## src/rtl/rdpf_pkg.sv

```systemverilog
package rdpf_pkg;
  typedef enum logic [1:0] {
    RD_SINGLE = 2'b00,
    RD_LINE   = 2'b01,
    RD_MULTI  = 2'b10,
    RD_RSVD   = 2'b11
  } rd_cmd_e;
endpackage

```

## src/rtl/rdpf_fifo.sv

```systemverilog
module rdpf_fifo #(
  parameter  int DW    = 32,
  parameter  int DEPTH = 8,
  localparam int PW    = $clog2(DEPTH),
  localparam int FW    = $clog2(DEPTH + 1)
) (
  input  logic          clk,
  input  logic          rst_n,
  input  logic          push,
  input  logic [DW-1:0] wdata,
  input  logic          pop,
  input  logic          flush,
  output logic [DW-1:0] rdata,
  output logic [FW-1:0] count
);
  logic [DW-1:0] mem_q [DEPTH];
  logic [PW-1:0] wp_q, wp_n, rp_q, rp_n;
  logic [FW-1:0] cnt_q, cnt_n;
  logic          wr_en;

  // next state: flush wins over push and pop
  always_comb begin
    wr_en = push && !flush;
    wp_n  = wp_q;
    rp_n  = rp_q;
    cnt_n = cnt_q;
    if (flush) begin
      wp_n  = '0;
      rp_n  = '0;
      cnt_n = '0;
    end else begin
      if (push) wp_n = wp_q + PW'(1);
      if (pop)  rp_n = rp_q + PW'(1);
      cnt_n = cnt_q + FW'(push) - FW'(pop);
    end
  end

  always_ff @(posedge clk or negedge rst_n) begin
    if (!rst_n) begin
      wp_q  <= '0;
      rp_q  <= '0;
      cnt_q <= '0;
    end else begin
      wp_q  <= wp_n;
      rp_q  <= rp_n;
      cnt_q <= cnt_n;
    end
  end

  // storage carries no reset; occupancy guards every read
  always_ff @(posedge clk) begin
    if (wr_en) mem_q[wp_q] <= wdata;
  end

  assign rdata = mem_q[rp_q];
  assign count = cnt_q;

  // the issue credit upstream must never let a push meet a full buffer
  a_r6_no_overflow: assert property (@(posedge clk) disable iff (!rst_n)
    wr_en |-> (cnt_q < FW'(DEPTH)));
  // a flush leaves nothing behind
  a_r8_flush_empty: assert property (@(posedge clk) disable iff (!rst_n)
    flush |=> (cnt_q == '0));
endmodule

```

## src/rtl/rdpf_fetch_ctl.sv

```systemverilog
module rdpf_fetch_ctl import rdpf_pkg::*; #(
  parameter  int AW                = 30,
  parameter  int DEPTH             = 8,
  parameter  int MAX_LINE_LOG2     = 4,
  parameter  int MULTI_EXTRA_LINES = 1,
  localparam int LW = $clog2(MAX_LINE_LOG2 + 1),
  localparam int CW = MAX_LINE_LOG2 + 1,
  localparam int FW = $clog2(DEPTH + 1),
  localparam int OW = $clog2(2 * DEPTH + 1),
  localparam int SW = OW + 1
) (
  input  logic          clk,
  input  logic          rst_n,
  input  logic          req_valid,
  input  logic [1:0]    req_cmd,
  input  logic [AW-1:0] req_addr,
  input  logic [3:0]    req_be,
  input  logic          txn_end,
  input  logic [LW-1:0] cfg_line_log2,
  input  logic [FW-1:0] fifo_count,
  input  logic          ds_req_ready,
  input  logic          ds_rsp_valid,
  output logic          ds_req_valid,
  output logic [AW-1:0] ds_req_addr,
  output logic [3:0]    ds_req_be,
  output logic          rsp_push,
  output logic          txn_active,
  output logic          issue_done
);
  logic          act_q, act_n, unb_q, unb_n, single_q, single_n;
  logic [AW-1:0] addr_q, addr_n;
  logic [CW-1:0] left_q, left_n;
  logic [FW-1:0] lim_q, lim_n;
  logic [3:0]    be_q, be_n;
  logic [OW-1:0] total_q, total_n, drop_q, drop_n, live_out;
  logic [SW-1:0] occ;
  logic [LW-1:0] line_log2_eff;
  logic [CW-1:0] line_dw, offs, line_rem;
  logic [31:0]   win_w;
  logic          can_issue, fire, end_hit, start, rsp_drop;

  // request decode: line geometry and lookahead window
  always_comb begin
    line_log2_eff = (cfg_line_log2 > LW'(MAX_LINE_LOG2)) ? LW'(MAX_LINE_LOG2) : cfg_line_log2;
    line_dw  = CW'(1) << line_log2_eff;
    offs     = req_addr[CW-1:0] & (line_dw - CW'(1));
    line_rem = line_dw - offs;
    win_w    = 32'(line_dw) * 32'(MULTI_EXTRA_LINES + 1);
  end

  // issue credit and response accounting
  always_comb begin
    live_out  = total_q - drop_q;
    occ       = SW'(live_out) + SW'(fifo_count);
    can_issue = act_q && (unb_q || (left_q != '0)) && (occ < SW'(lim_q))
                && (total_q < OW'(2 * DEPTH));
    fire      = can_issue && ds_req_ready;
    end_hit   = txn_end && act_q;
    start     = req_valid && !act_q && (req_cmd != RD_RSVD);
    rsp_drop  = ds_rsp_valid && (drop_q != '0);
    rsp_push  = ds_rsp_valid && !rsp_drop && !end_hit;
    total_n   = total_q + OW'(fire) - OW'(ds_rsp_valid);
    drop_n    = end_hit ? total_n : (drop_q - OW'(rsp_drop));
  end

  // transaction state
  always_comb begin
    act_n    = act_q;
    unb_n    = unb_q;
    single_n = single_q;
    addr_n   = addr_q;
    left_n   = left_q;
    lim_n    = lim_q;
    be_n     = be_q;
    if (start) begin
      act_n    = 1'b1;
      unb_n    = (req_cmd == RD_MULTI);
      single_n = (req_cmd == RD_SINGLE);
      addr_n   = req_addr;
      left_n   = (req_cmd == RD_SINGLE) ? CW'(1) : line_rem;
      be_n     = (req_cmd == RD_SINGLE) ? req_be : 4'hF;
      lim_n    = ((req_cmd == RD_MULTI) && (win_w < 32'(DEPTH))) ? FW'(win_w) : FW'(DEPTH);
    end else begin
      if (fire) addr_n = addr_q + AW'(1);
      if (fire && !unb_q) left_n = left_q - CW'(1);
      if (end_hit) act_n = 1'b0;
    end
  end

  always_ff @(posedge clk or negedge rst_n) begin
    if (!rst_n) begin
      act_q    <= 1'b0;
      unb_q    <= 1'b0;
      single_q <= 1'b0;
      addr_q   <= '0;
      left_q   <= '0;
      lim_q    <= '0;
      be_q     <= '0;
      total_q  <= '0;
      drop_q   <= '0;
    end else begin
      act_q    <= act_n;
      unb_q    <= unb_n;
      single_q <= single_n;
      addr_q   <= addr_n;
      left_q   <= left_n;
      lim_q    <= lim_n;
      be_q     <= be_n;
      total_q  <= total_n;
      drop_q   <= drop_n;
    end
  end

  assign ds_req_valid = can_issue;
  assign ds_req_addr  = addr_q;
  assign ds_req_be    = be_q;
  assign txn_active   = act_q;
  assign issue_done   = !unb_q && (left_q == '0) && (live_out == '0);

  // buffered plus in-flight live data stays within the buffer
  a_r6_occ_bound: assert property (@(posedge clk) disable iff (!rst_n)
    occ <= SW'(DEPTH));
  // a single read issues once and then goes quiet
  a_r2_single_once: assert property (@(posedge clk) disable iff (!rst_n)
    (fire && single_q) |=> !ds_req_valid);
  // a pending request holds its address until taken or the transaction ends
  a_r4_req_hold: assert property (@(posedge clk) disable iff (!rst_n)
    (ds_req_valid && !ds_req_ready && !end_hit) |=> (ds_req_valid && $stable(ds_req_addr)));
  // responses owed to ended transactions are a subset of all in flight
  a_r9_drop_bound: assert property (@(posedge clk) disable iff (!rst_n)
    drop_q <= total_q);
endmodule

```

## src/rtl/rdpf_bridge.sv

```systemverilog
module rdpf_bridge import rdpf_pkg::*; #(
  parameter  int AW                = 30,
  parameter  int DATA_W            = 32,
  parameter  int DEPTH             = 8,
  parameter  int MAX_LINE_LOG2     = 4,
  parameter  int MULTI_EXTRA_LINES = 1,
  localparam int LW = $clog2(MAX_LINE_LOG2 + 1),
  localparam int FW = $clog2(DEPTH + 1)
) (
  input  logic              clk,
  input  logic              rst_n,
  input  logic              req_valid,
  input  logic [1:0]        req_cmd,
  input  logic [AW-1:0]     req_addr,
  input  logic [3:0]        req_be,
  input  logic              rd_strobe,
  input  logic              txn_end,
  input  logic [LW-1:0]     cfg_line_log2,
  output logic              m_valid,
  output logic [DATA_W-1:0] m_data,
  output logic [3:0]        m_be,
  output logic              m_last,
  output logic              ds_req_valid,
  input  logic              ds_req_ready,
  output logic [AW-1:0]     ds_req_addr,
  output logic [3:0]        ds_req_be,
  input  logic              ds_rsp_valid,
  input  logic [DATA_W-1:0] ds_rsp_data
);
  logic [FW-1:0] fifo_count;
  logic [3:0]    be_w;
  logic          rsp_push, txn_active, issue_done, pop, flush;

  rdpf_fetch_ctl #(
    .AW(AW), .DEPTH(DEPTH), .MAX_LINE_LOG2(MAX_LINE_LOG2),
    .MULTI_EXTRA_LINES(MULTI_EXTRA_LINES)
  ) u_ctl (
    .clk(clk), .rst_n(rst_n), .req_valid(req_valid), .req_cmd(req_cmd),
    .req_addr(req_addr), .req_be(req_be), .txn_end(txn_end),
    .cfg_line_log2(cfg_line_log2), .fifo_count(fifo_count),
    .ds_req_ready(ds_req_ready), .ds_rsp_valid(ds_rsp_valid),
    .ds_req_valid(ds_req_valid), .ds_req_addr(ds_req_addr), .ds_req_be(be_w),
    .rsp_push(rsp_push), .txn_active(txn_active), .issue_done(issue_done)
  );

  assign flush = txn_end && txn_active;
  assign pop   = rd_strobe && m_valid;

  rdpf_fifo #(.DW(DATA_W), .DEPTH(DEPTH)) u_buf (
    .clk(clk), .rst_n(rst_n), .push(rsp_push), .wdata(ds_rsp_data),
    .pop(pop), .flush(flush), .rdata(m_data), .count(fifo_count)
  );

  assign m_valid   = (fifo_count != '0);
  assign m_be      = be_w;
  assign ds_req_be = be_w;
  assign m_last    = m_valid && issue_done && (fifo_count == FW'(1));

  // nothing of an ended transaction is visible afterwards
  a_r8_no_data_after_end: assert property (@(posedge clk) disable iff (!rst_n)
    (txn_end && txn_active) |=> !m_valid);
endmodule

```

## config.mk

```make
export PLATFORM = sky130hd
export DESIGN_NAME = rdpf_bridge
export DESIGN_NICKNAME = d
export VERILOG_FILES = /design/src/rtl/rdpf_pkg.sv /design/src/rtl/rdpf_fifo.sv /design/src/rtl/rdpf_fetch_ctl.sv /design/src/rtl/rdpf_bridge.sv
export SDC_FILE = /design/constraint.sdc
export NUM_CORES = 1
export LEC_CHECK = 0
export ABC_AREA = 1
export BUFFER_PORTS_ARGS = -buffer_cell sky130_fd_sc_hd__buf_2
export CAP_MARGIN = 40
export CORE_UTILIZATION = 55
export CTS_BUF_LIST = sky130_fd_sc_hd__clkbuf_8
export DETAILED_ROUTE_END_ITERATION = 12
export PLACE_DENSITY = 0.78
export SKIP_LAST_GASP = 1
export SYNTH_ARGS = -nofsm -noshare
export SYNTH_HDL_FRONTEND = slang
export SYNTH_SLANG_ARGS = --single-unit
```

## constraint.sdc

```tcl
create_clock -name clk -period 3.8 [get_ports clk]
set_input_delay 0.19 -clock clk [delete_from_list [all_inputs] [get_ports clk]]
set_output_delay 0.19 -clock clk [all_outputs]
set_load 0.03 [all_outputs]
```

==> qor.yml, run 1 <==
run_status:
  status: "finished with violations"
  violations: "setup timing"
worst_setup_path:
  endpoint_kind: "flop"
  cpMostUsedCell: "nor2_4"
  cp_slowest_cell: "dfrtp_1"
  cp.required_ns: 4.28
  start_kind: "flop"
  reg2reg_depth: 26
  cpPeakStageDelay_ns: 0.38
  critPathArrivalTime_ns: 4.34
  worstSetupPathType: "flop to flop"
  crit_family: "adder cells"
  rr_startpoint: "u_ctl.total_q[0]$_DFF_PN0_"
  reg2reg_to: "u_ctl.drop_q[4]$_DFF_PN0_"
  r2r_slack_ns: -0.06
  critical_path_peak_fanout: 3
  critPathBufInv: 4
floorplan:
  dieWidth_um: 165
  die_h_um: 165
  initial_core_util_pct: 56.0
  placement_rows: 59
  coreArea_um2: 26100
  dieArea_um2: 27200
  ios: 151
routing:
  wl_per_cell_um: 16.9
  post-route-drc-count: 0
  wirelength_um: 34900
  antenna_left: 0
  vias_per_cell: 5.50
  first_pass_iters: 5
  dr_total_vias: 11300
  detail_route.iter0.violations: 1114
clocking:
  clk_latency_ns: 0.60
  clkTransAtPathRegs_ns: 0.06
  htreeDepth: 2
  numCtsBuffers: 51
  root_buffer: "clkbuf_8"
  clock_path_buffers: 3
  cts_tree: "built"
  clkSinkCount: 320
power:
  peakVddDrop_v: 0.000554
  power_density_nw_per_um2: 774
  leakage_nw: 7.04
cells_and_area:
  drive_gt1_share_pct: 17.9
  final_common_cell: "nor2_1"
  syn_to_final_growth_pct: 21.7
  nets: 1790
  layout_common_cells: "nor2_1 (295), edfxtp_1 (256), nand2_1 (221), o21ai_0 (158), buf_2 (149)"
  finalInstanceArea_um2: 17800
timing:
  finClkSkew_ns: 0.0461
  fmax_mhz: 259
  tightest_slew_ns: 0.843
  period_minus_slack_ns: 3.86
  hold_viol: 0
  maxSlewHeadroom_pct: 43.5
  finalSetupViolations: 3
  slew_viol_final: 0
  rsz0062_at_grt: "true"
  setup_slack_ns: -0.0621
  finalCritPeriodShare_pct: 102
logic_synthesis:
  ys_seq_area_share_pct: 63.6
  synth_seq_cells: 320
  synth_warnings: 0
  synth_area_per_cell_um2: 10.2
  synthesis.area_um2: 14600
  synth_cell_types: 36
  synth_nets: 1545
  postSynthCellCount: 1435
hold_path:
  holdPathStages: 5
  hold_start: "req_addr[0]"
  hold_path.class: "primary input to flop"
  whs_endpoint: "u_ctl.ds_req_addr[0]$_DFFE_PN0P_"
global_route:
  first_global_vias: 11000
  antenna_found_initial: 1
  grt_pass1_wl_um: 54000
  grt_max_degree: 130
  overflow: 0
  grt_usage_pct: 25.4
place:
  gp_congestion: 0.905
  hpwl_um: 20500
  dpl_cell_area_um2: 15800
  portBuffers: 150
  dpl_worst_slack_ns: -0.319
job:
  cap_violations: 0
[routing by layer]
metal | up-vias | track usage [%] | wire length [um]
met1 | 5361 | 32.2 | 14200
met2 | 464 | 44.1 | 17500
li1 | 5430 | - | -
met3 | 64 | 4.14 | 2440
met4 | 0 | 9.09 | 681
met5 | - | 0 | 0
[worst max path at each step]
stage / endpoint / from / cells past startpoint / slack, ns
finish: u_ctl.drop_q[4]$_DFF_PN0_ / u_ctl.total_q[0]$_DFF_PN0_ / 26 / -0.06
CTS: u_ctl.drop_q[4]$_DFF_PN0_ / u_ctl.total_q[0]$_DFF_PN0_ / 26 / -0.06
global route: u_ctl.drop_q[4]$_DFF_PN0_ / u_ctl.total_q[0]$_DFF_PN0_ / 26 / -0.28
floorplan: u_ctl.drop_q[4]$_DFF_PN0_ / u_ctl.total_q[0]$_DFF_PN0_ / 26 / 0.006
global placement: u_ctl.drop_q[4]$_DFF_PN0_ / u_ctl.total_q[0]$_DFF_PN0_ / 26 / -0.10
detailed placement: u_ctl.drop_q[4]$_DFF_PN0_ / u_ctl.total_q[0]$_DFF_PN0_ / 26 / -0.32
[logic make-up after synthesis]
group	Yosys count	share of synthesized area (%)
simple gates	645	18.0
compound gates	253	9.37
xor+xnor	26	1.56
fa+ha+maj	32	3.00
flops	320	63.6
buf+inv	159	4.41
[stage by stage]
step	TNS [ns]	total power, mW	cells	hold WS (ns)	utilization [%]
after floorplan	0	8.64	1435	-0.106	-
after global placement	-0.120	10.0	1883	0.354	60.6
after detailed placement	-0.790	10.2	1884	0.180	60.7
after CTS	-0.0749	13.4	2052	0.00437	67.6
after global routing	-1.04	14.6	2058	0.0325	68.2
final	-0.127	13.7	2058	0.0405	68.2
[state kept, by name, indices dropped and copies added, names as in the netlist]
register	flops
u_ctl.left_q	5
u_buf.mem_q	256
u_ctl.ds_req_be	4
u_ctl.unb_q	1
u_ctl.lim_q	3
u_ctl.ds_req_addr	30
u_ctl.drop_q	5
u_buf.rp_q	3
u_buf.wp_q	3
u_buf.count	4
u_ctl.txn_active	1
u_ctl.total_q	5
[where the power goes]
group          switching [mW]  total (mW)  internal (mW)  leakage (nW)
sequential              0.331        4.44           4.11          3.10
combinational            4.18        6.33           2.15          3.37
clock                    1.36        2.98           1.62         0.570
[tightest hold or removal path, cell delays in order]
cell and delay (ns):
buf_2 0.11, inv_1 0.07, o21ai_0 0.09, nand2_1 0.07, o21ai_1 0.06
[synthesized netlist by cell type (all sizes together)]
cell type    n  share of area, %
a211oi       1             0.051
a21o         1             0.051
a21oi       11              0.38
a31oi       35               1.5
a32oi        1             0.060
and2         1             0.043
buf         22              0.88
clkbuf      48               1.2
clkinv       1             0.026
dfrtp       64                11
edfxtp     256                53
fa           5              0.69
ha          27               2.3
inv         88               2.3
nand2      226               5.9
nand3       79               2.8
nand3b       5              0.26
nand4        4              0.27
nor2       303               7.8
nor3        17              0.58
nor4         1             0.043
o2111ai      1             0.060
o21ai      169               5.8
o22ai       32               1.4
o31ai        2              0.10
or2          9              0.39
xnor2        8              0.48
xor2        18               1.1
[repair_timing]
item	CTS	global route
endpoints found under the setup margin	6	16
hold buffers	70	0
endpoints found under the hold margin	331	0
pin swaps	10	17
setup buffers	3	5
gates resized for setup	18	24
[layout make-up]
type	instances	area [um^2]
tap	335	419
antenna	1	2.50
multi-input combinational	956	4830
timing repair buffer	262	1840
inverter	89	338
fill	1867	8290
clock inverter	44	344
sequential	320	9290
clock buffer	51	702
(Power assumes the default switching activity.)
==> run 2: changes to the inputs <==
ABC_AREA = unset   (was 1)
==> run 2 against run 1 <==
- hold slack improved by 0.0089 ns
- fmax down 10%
- clock-buffer cell count up 4
- sequential share of layout area rose by 1.1 points
- via count down 23%
- core utilization rose by 2.7 points
- the flow still finishes with violations (setup timing)
- sequential cell count is the same
- final area shrank 2.1%
- die area down 5.0%
- first-iteration DRC count down 53%
==> qor.yml, run 2 <==
logic_synthesis:
  synth_top_cell_by_area: "edfxtp_1"
  synth_most_common_cell: "edfxtp_1"
  synth_area_per_cell_um2: 16.0
  synth_nets: 975
  synth_flop_cell: "edfxtp_1"
  postSynthCellCount: 865
  synth_warnings: 0
  synth_cell_types: 60
  yosysTopAreaCellShare_pct: 55.5
  async_flop_share_pct: 20.0
  synth_edf_count: 256
  synth_seq_cells: 320
  ys_seq_area_share_pct: 67.0
  synth_area_leaders: "edfxtp_1 (55%), dfrtp_1 (12%), mux4_2 (10%)"
  synthesis.area_um2: 13900
  synth_common_cells: "edfxtp_1 (256), dfrtp_1 (64), mux4_2 (64)"
floorplan:
  coreArea_um2: 24500
  dieWidth_um: 161
  initial_core_util_pct: 56.5
  placement_rows: 57
  dieArea_um2: 25800
  ios: 151
  die_h_um: 161
worst_setup_path:
  path_cells: "inv_2 -> ha_4 -> inv_4 -> fa_2 -> xor2_2 -> ha_1 -> a21oi_2 -> xnor2_1 -> ha_2 -> or4b_4 -> a221oi_4 -> o311a_1 -> a21bo_4 -> clkinv_4 -> ha_4 -> inv_2 -> fa_2 -> inv_2 -> a21o_1 -> a21oi_2 -> xnor2_1 -> nand2_1 -> o21ai_1"
  cp_slowest_cell: "or4b_4"
  critPathBufInv: 5
  worstSetupPathType: "flop to flop"
  cpPeakStageDelay_ns: 0.48
  start_kind: "flop"
  cp.required_ns: 4.30
  critPathArrivalTime_ns: 4.79
  cpMostUsedCell: "inv_2"
  critical_path_peak_fanout: 2
  endpoint_kind: "flop"
  r2r_slack_ns: -0.49
  crit_family: "adder cells"
routing:
  first_pass_iters: 5
  antenna_left: 0
  wirelength_um: 29800
  vias_per_cell: 5.76
  wl_per_cell_um: 19.7
  dr_total_vias: 8728
  detail_route.iter0.violations: 519
  post-route-drc-count: 0
timing:
  hold_viol: 0
  rsz0062_at_grt: "true"
  whs_ns: 0.0494
  finalCritPeriodShare_pct: 113
  tightest_slew_ns: 0.848
  finalSetupTns_ns: -4.70
  period_minus_slack_ns: 4.29
  fmax_mhz: 233
  setup_slack_ns: -0.490
  finalSetupViolations: 34
  slew_viol_final: 0
  maxSlewHeadroom_pct: 42.6
  finClkSkew_ns: 0.0300
clocking:
  numCtsBuffers: 51
  clock_path_buffers: 3
  clk_latency_ns: 0.58
  clkSinkCount: 320
  cts_tree: "built"
  htreeDepth: 2
  clkTransAtPathRegs_ns: 0.06
  root_buffer: "clkbuf_8"
place:
  gp_congestion: 0.806
  portBuffers: 150
  hpwl_um: 17400
cells_and_area:
  largest_register: "u_buf.mem_q"
  final_common_cell: "edfxtp_1"
  drive_gt1_share_pct: 35.7
  largest_register_ffs: 256
  syn_to_final_growth_pct: 25.5
  nets: 1258
  layout_common_cells: "edfxtp_1 (256), buf_2 (150), dlygate4sd3_1 (71), mux4_2 (64), dfrtp_1 (61)"
  fill_cells: 1518
hold_path:
  hold_path.class: "primary input to flop"
run_status:
  status: "finished with violations"
  violations: "setup timing"
power:
  peakVddDrop_v: 0.000530
  leakage_nw: 6.43
  power_density_nw_per_um2: 727
global_route:
  overflow: 0
  grt_max_degree: 58
  grt_pass1_wl_um: 47200
  grt_usage_pct: 23.6
  first_global_vias: 9079
  antenna_found_initial: 3
job:
  cap_violations: 0
==> run 2: cell types whose count changed after synthesis, moves of 22 or more <==
cell,before,now
o21ai_0,161,37
nand2_1,225,47
o22ai_1,32,2
nand3_1,77,20
inv_1,87,35
clkbuf_1,48,26
mux2_2,0,32
nor2_1,303,45
mux4_2,0,64
==> run 2: per-stage QoR <==
step           power, mW  util (%)  std cells  area (um^2)  worst slack, ns
5_1_grt             13.3      70.9       1515        17400           -0.688
3_5_place_dp        9.25      62.6       1339        15400           -0.597
2_1_floorplan       7.82         -        865        13900           -0.485
3_3_place_gp        9.10      62.5       1338        15300           -0.485
6_report            12.6      70.9       1515        17400           -0.490
4_1_cts             12.5      70.5       1513        17300           -0.507
==> run 2: repair_timing <==
action	CTS	global route
resized for setup	29	17
gates cloned	2	0
hold buffers	71	0
setup endpoints to repair	40	45
pin swaps	23	18
endpoints found under the hold margin	314	0
buffers inserted	7	4
==> run 2: area by class of cell <==
cell class	count	area [um^2]	share of cell area [%]
Sequential cell	320	9300	53.4
Multi-Input combinational cell	465	4500	25.9
Timing Repair Buffer	274	1990	11.5
Clock buffer	55	757	4.35
Tap cell	324	405	2.33
Clock inverter	40	292	1.68
Inverter	36	145	0.834
Antenna cell	1	2.50	0.0144
==> run 2: per-layer routing <==
layer  vias to the layer above  wire length, um  track usage, %
li1                       3951                -               -
met1                      4368            12000            30.3
met2                       335            15300            40.6
met3                        74             1790            4.36
met4                         0              748            8.15
met5                         -                0               0
==> run 2: cells by family after synthesis <==
family / count (synthesis) / synth area share, %
AO/OA/AOI/OAI: 114 / 5.15
XOR/XNOR: 27 / 1.76
adder cells (fa/ha/maj): 32 / 3.16
buffers and inverters: 80 / 2.40
flip-flops: 320 / 67.0
multiplexers: 101 / 13.4
AND/OR/NAND/NOR: 191 / 7.17
==> run 2: worst paths after layout <==
kind | from | end | cells after the start
worst min register to register | u_ctl.ds_req_be[0]$_DFFE_PN0P_ | u_ctl.ds_req_be[0]$_DFFE_PN0P_ | 2
worst max-delay path | u_ctl.total_q[0]$_DFF_PN0_ | u_ctl.drop_q[4]$_DFF_PN0_ | 23
worst min-delay path | ds_rsp_valid | u_buf.wp_q[2]$_DFFE_PN0P_ | 4
max in group asynchronous | rst_n | u_buf.rp_q[0]$_DFFE_PN0P_ | 3
min in group asynchronous | rst_n | u_ctl.ds_req_addr[6]$_DFFE_PN0P_ | 2
worst max register to register | u_ctl.total_q[0]$_DFF_PN0_ | u_ctl.drop_q[4]$_DFF_PN0_ | 23
==> run 2: worst register-to-register path, delay by kind of cell (launching register included) <==
family | cells | cell delay [ns]
DFF | 1 | 0.37
xor gates and xnor gates | 3 | 0.48
AOI/OAI and AO/OA | 7 | 1.08
and+or+nand+nor | 2 | 0.56
buffers and inverters | 5 | 0.24
adders and majority gates | 6 | 1.49
==> run 2: where the power goes <==
group          internal [mW]  switching, mW
Clock                   1.62           1.32
Sequential              4.04          0.370
Combinational           2.48           2.81
==> run 3: changes to the inputs <==
CORE_UTILIZATION = 53   (was 55)
CTS_BUF_LIST = sky130_fd_sc_hd__clkbuf_8 sky130_fd_sc_hd__clkbuf_16   (was sky130_fd_sc_hd__clkbuf_8)
PLACE_DENSITY = 0.76   (was 0.78)
==> run 3 against run 2 <==
- final area is 0.45% higher
- sequential power hardly changed
- the run still ends with setup timing left
- non-clock buffer count is 13 higher
- critical path type is now flop to output pin
- core utilization is 2.1 points lower
- cell count is 1.4% lower
- sequential cell count stayed put
- global-route usage is 1.1 points lower
==> qor.yml, run 3 (synthesis results as in run 2) <==
global_route:
  grt_pass1_wl_um: 46500
  grt_max_degree: 42
  grt_usage_pct: 22.6
  antenna_found_initial: 1
  overflow: 0
  first_global_vias: 8780
timing:
  fmax_mhz: 231
  finClkSkew_ns: 0.0240
  setup_slack_ns: -0.522
  rsz0062_at_grt: "true"
  slew_viol_final: 0
  finalCritPeriodShare_pct: 114
  period_minus_slack_ns: 4.32
  whs_ns: 0.0741
  maxSlewHeadroom_pct: 44.6
  tightest_slew_ns: 0.832
  hold_viol: 0
  finalSetupViolations: 40
  finalSetupTns_ns: -8.83
cells_and_area:
  layout_common_cells: "edfxtp_1 (256), buf_2 (150), dlygate4sd3_1 (71), mux4_2 (64), dfrtp_1 (62)"
  largest_register: "u_buf.mem_q"
  nets: 1250
  diodes: 0
  syn_to_final_growth_pct: 26.0
  drive_gt1_share_pct: 35.7
  final_common_cell: "edfxtp_1"
  largest_register_ffs: 256
worst_setup_path:
  critical_path_peak_fanout: 7
  critPathArrivalTime_ns: 4.13
  cp.required_ns: 3.61
  start_kind: "flop"
  worstSetupPathType: "flop to output pin"
  endpoint_kind: "output pin"
floorplan:
  placement_rows: 58
  dieArea_um2: 26800
  die_h_um: 164
  coreArea_um2: 25400
  dieWidth_um: 164
  initial_core_util_pct: 54.6
  ios: 151
hold_path:
  hold_path.class: "primary input to flop"
power:
  peakVddDrop_v: 0.000481
  total_power_mw: 12.6
  leakage_nw: 6.43
  power_density_nw_per_um2: 722
routing:
  first_pass_iters: 5
  wl_per_cell_um: 20.3
  post-route-drc-count: 0
  dr_total_vias: 8653
  vias_per_cell: 5.79
  wirelength_um: 30300
  antenna_left: 0
  detail_route.iter0.violations: 624
place:
  hpwl_um: 17800
  portBuffers: 150
  dpl_worst_slack_ns: -0.591
  gp_congestion: 0.793
job:
  cap_violations: 0
clocking:
  clk_latency_ns: 0.56
  clkSinkCount: 320
  cts_tree: "built"
  root_buffer: "clkbuf_16"
  htreeDepth: 1
  numCtsBuffers: 30
  clock_path_buffers: 3
  clkTransAtPathRegs_ns: 0.06
run_status:
  violations: "setup timing"
  status: "finished with violations"
## run 3: cell types whose count changed in the layout (fill, tap and decap cells not counted), moves of 5 or more
cell and delta:
clkbuf_8 -51, clkbuf_16 +32, clkinv_1 -8, buf_4 +7
clkinv_2 -6, o21ai_0 -5
## run 3: worst max-delay path, cell delays in order, from the launching register on
cell      delay [ns]
dfrtp_1         0.38
inv_2           0.07
ha_4            0.12
inv_2           0.04
fa_2            0.61
ha_4            0.22
inv_4           0.06
o21bai_4        0.06
a21oi_2         0.13
xnor2_1         0.09
ha_2            0.16
or4b_4          0.49
a221oi_4        0.21
buf_4           0.15
buf_4           0.09
buf_4           0.09
buf_4           0.09
o31ai_2         0.16
a21oi_1         0.17
buf_4           0.19
## run 3: what timing repair did
| action | CTS | global route |
|---|---|---|
| endpoints found under the hold margin | 316 | 0 |
| gates resized for setup | 33 | 30 |
| setup endpoints to repair | 41 | 45 |
| cloned | 2 | 1 |
| pin swaps | 23 | 45 |
| hold buffers | 71 | 0 |
| buffers inserted | 9 | 9 |
## run 3: path summary, 6_finish.rpt
| check | start | endpoint | slack (ns) | cells past startpoint |
|---|---|---|---|---|
| worst max-delay path | u_ctl.total_q[0]$_DFF_PN0_ | ds_req_valid | -0.52 | 19 |
| worst min-delay path | ds_rsp_valid | u_buf.wp_q[2]$_DFFE_PN0P_ | 0.07 | 4 |
| worst max register to register | u_ctl.total_q[0]$_DFF_PN0_ | u_ctl.drop_q[4]$_DFF_PN0_ | -0.52 | 24 |
| worst min register to register | u_ctl.ds_req_be[2]$_DFFE_PN0P_ | u_ctl.ds_req_be[2]$_DFFE_PN0P_ | 0.49 | 2 |
| max in group asynchronous | rst_n | u_ctl.drop_q[4]$_DFF_PN0_ | 2.57 | 4 |
| min in group asynchronous | rst_n | u_ctl.ds_req_addr[7]$_DFFE_PN0P_ | 0.14 | 2 |
## run 3: area by class of cell
type / count / area (um^2)
multi-input cells: 465 / 4520
repair buffers: 287 / 2150
inverters: 36 / 143
flip-flops and latches: 320 / 9290
clock buffers: 35 / 831
well taps: 330 / 413
fillers: 1608 / 7930
clock inverters: 21 / 121
## run 3: metal layers
layer	up-vias	track usage (%)	routed length [um]
li1	3917	-	-
met3	66	3.51	1980
met1	4347	28.8	12000
met2	321	39.7	15500
met4	2	6.90	811
met5	-	0	8
## run 3: per-stage QoR
step,utilization [%],instances,instance area [um^2]
final,68.8,1494,17500
after global routing,68.8,1494,17500
after CTS,68.1,1485,17300
after detailed placement,60.8,1348,15400
after global placement,60.7,1347,15400
after floorplan,-,865,13900
## run 3: report_power, final
part	internal, mW	switching, mW	leakage, nW
clock network	1.61	1.25	0.512
registers	4.04	0.357	3.05
logic	2.52	2.84	2.88
total	8.17	4.44	6.43
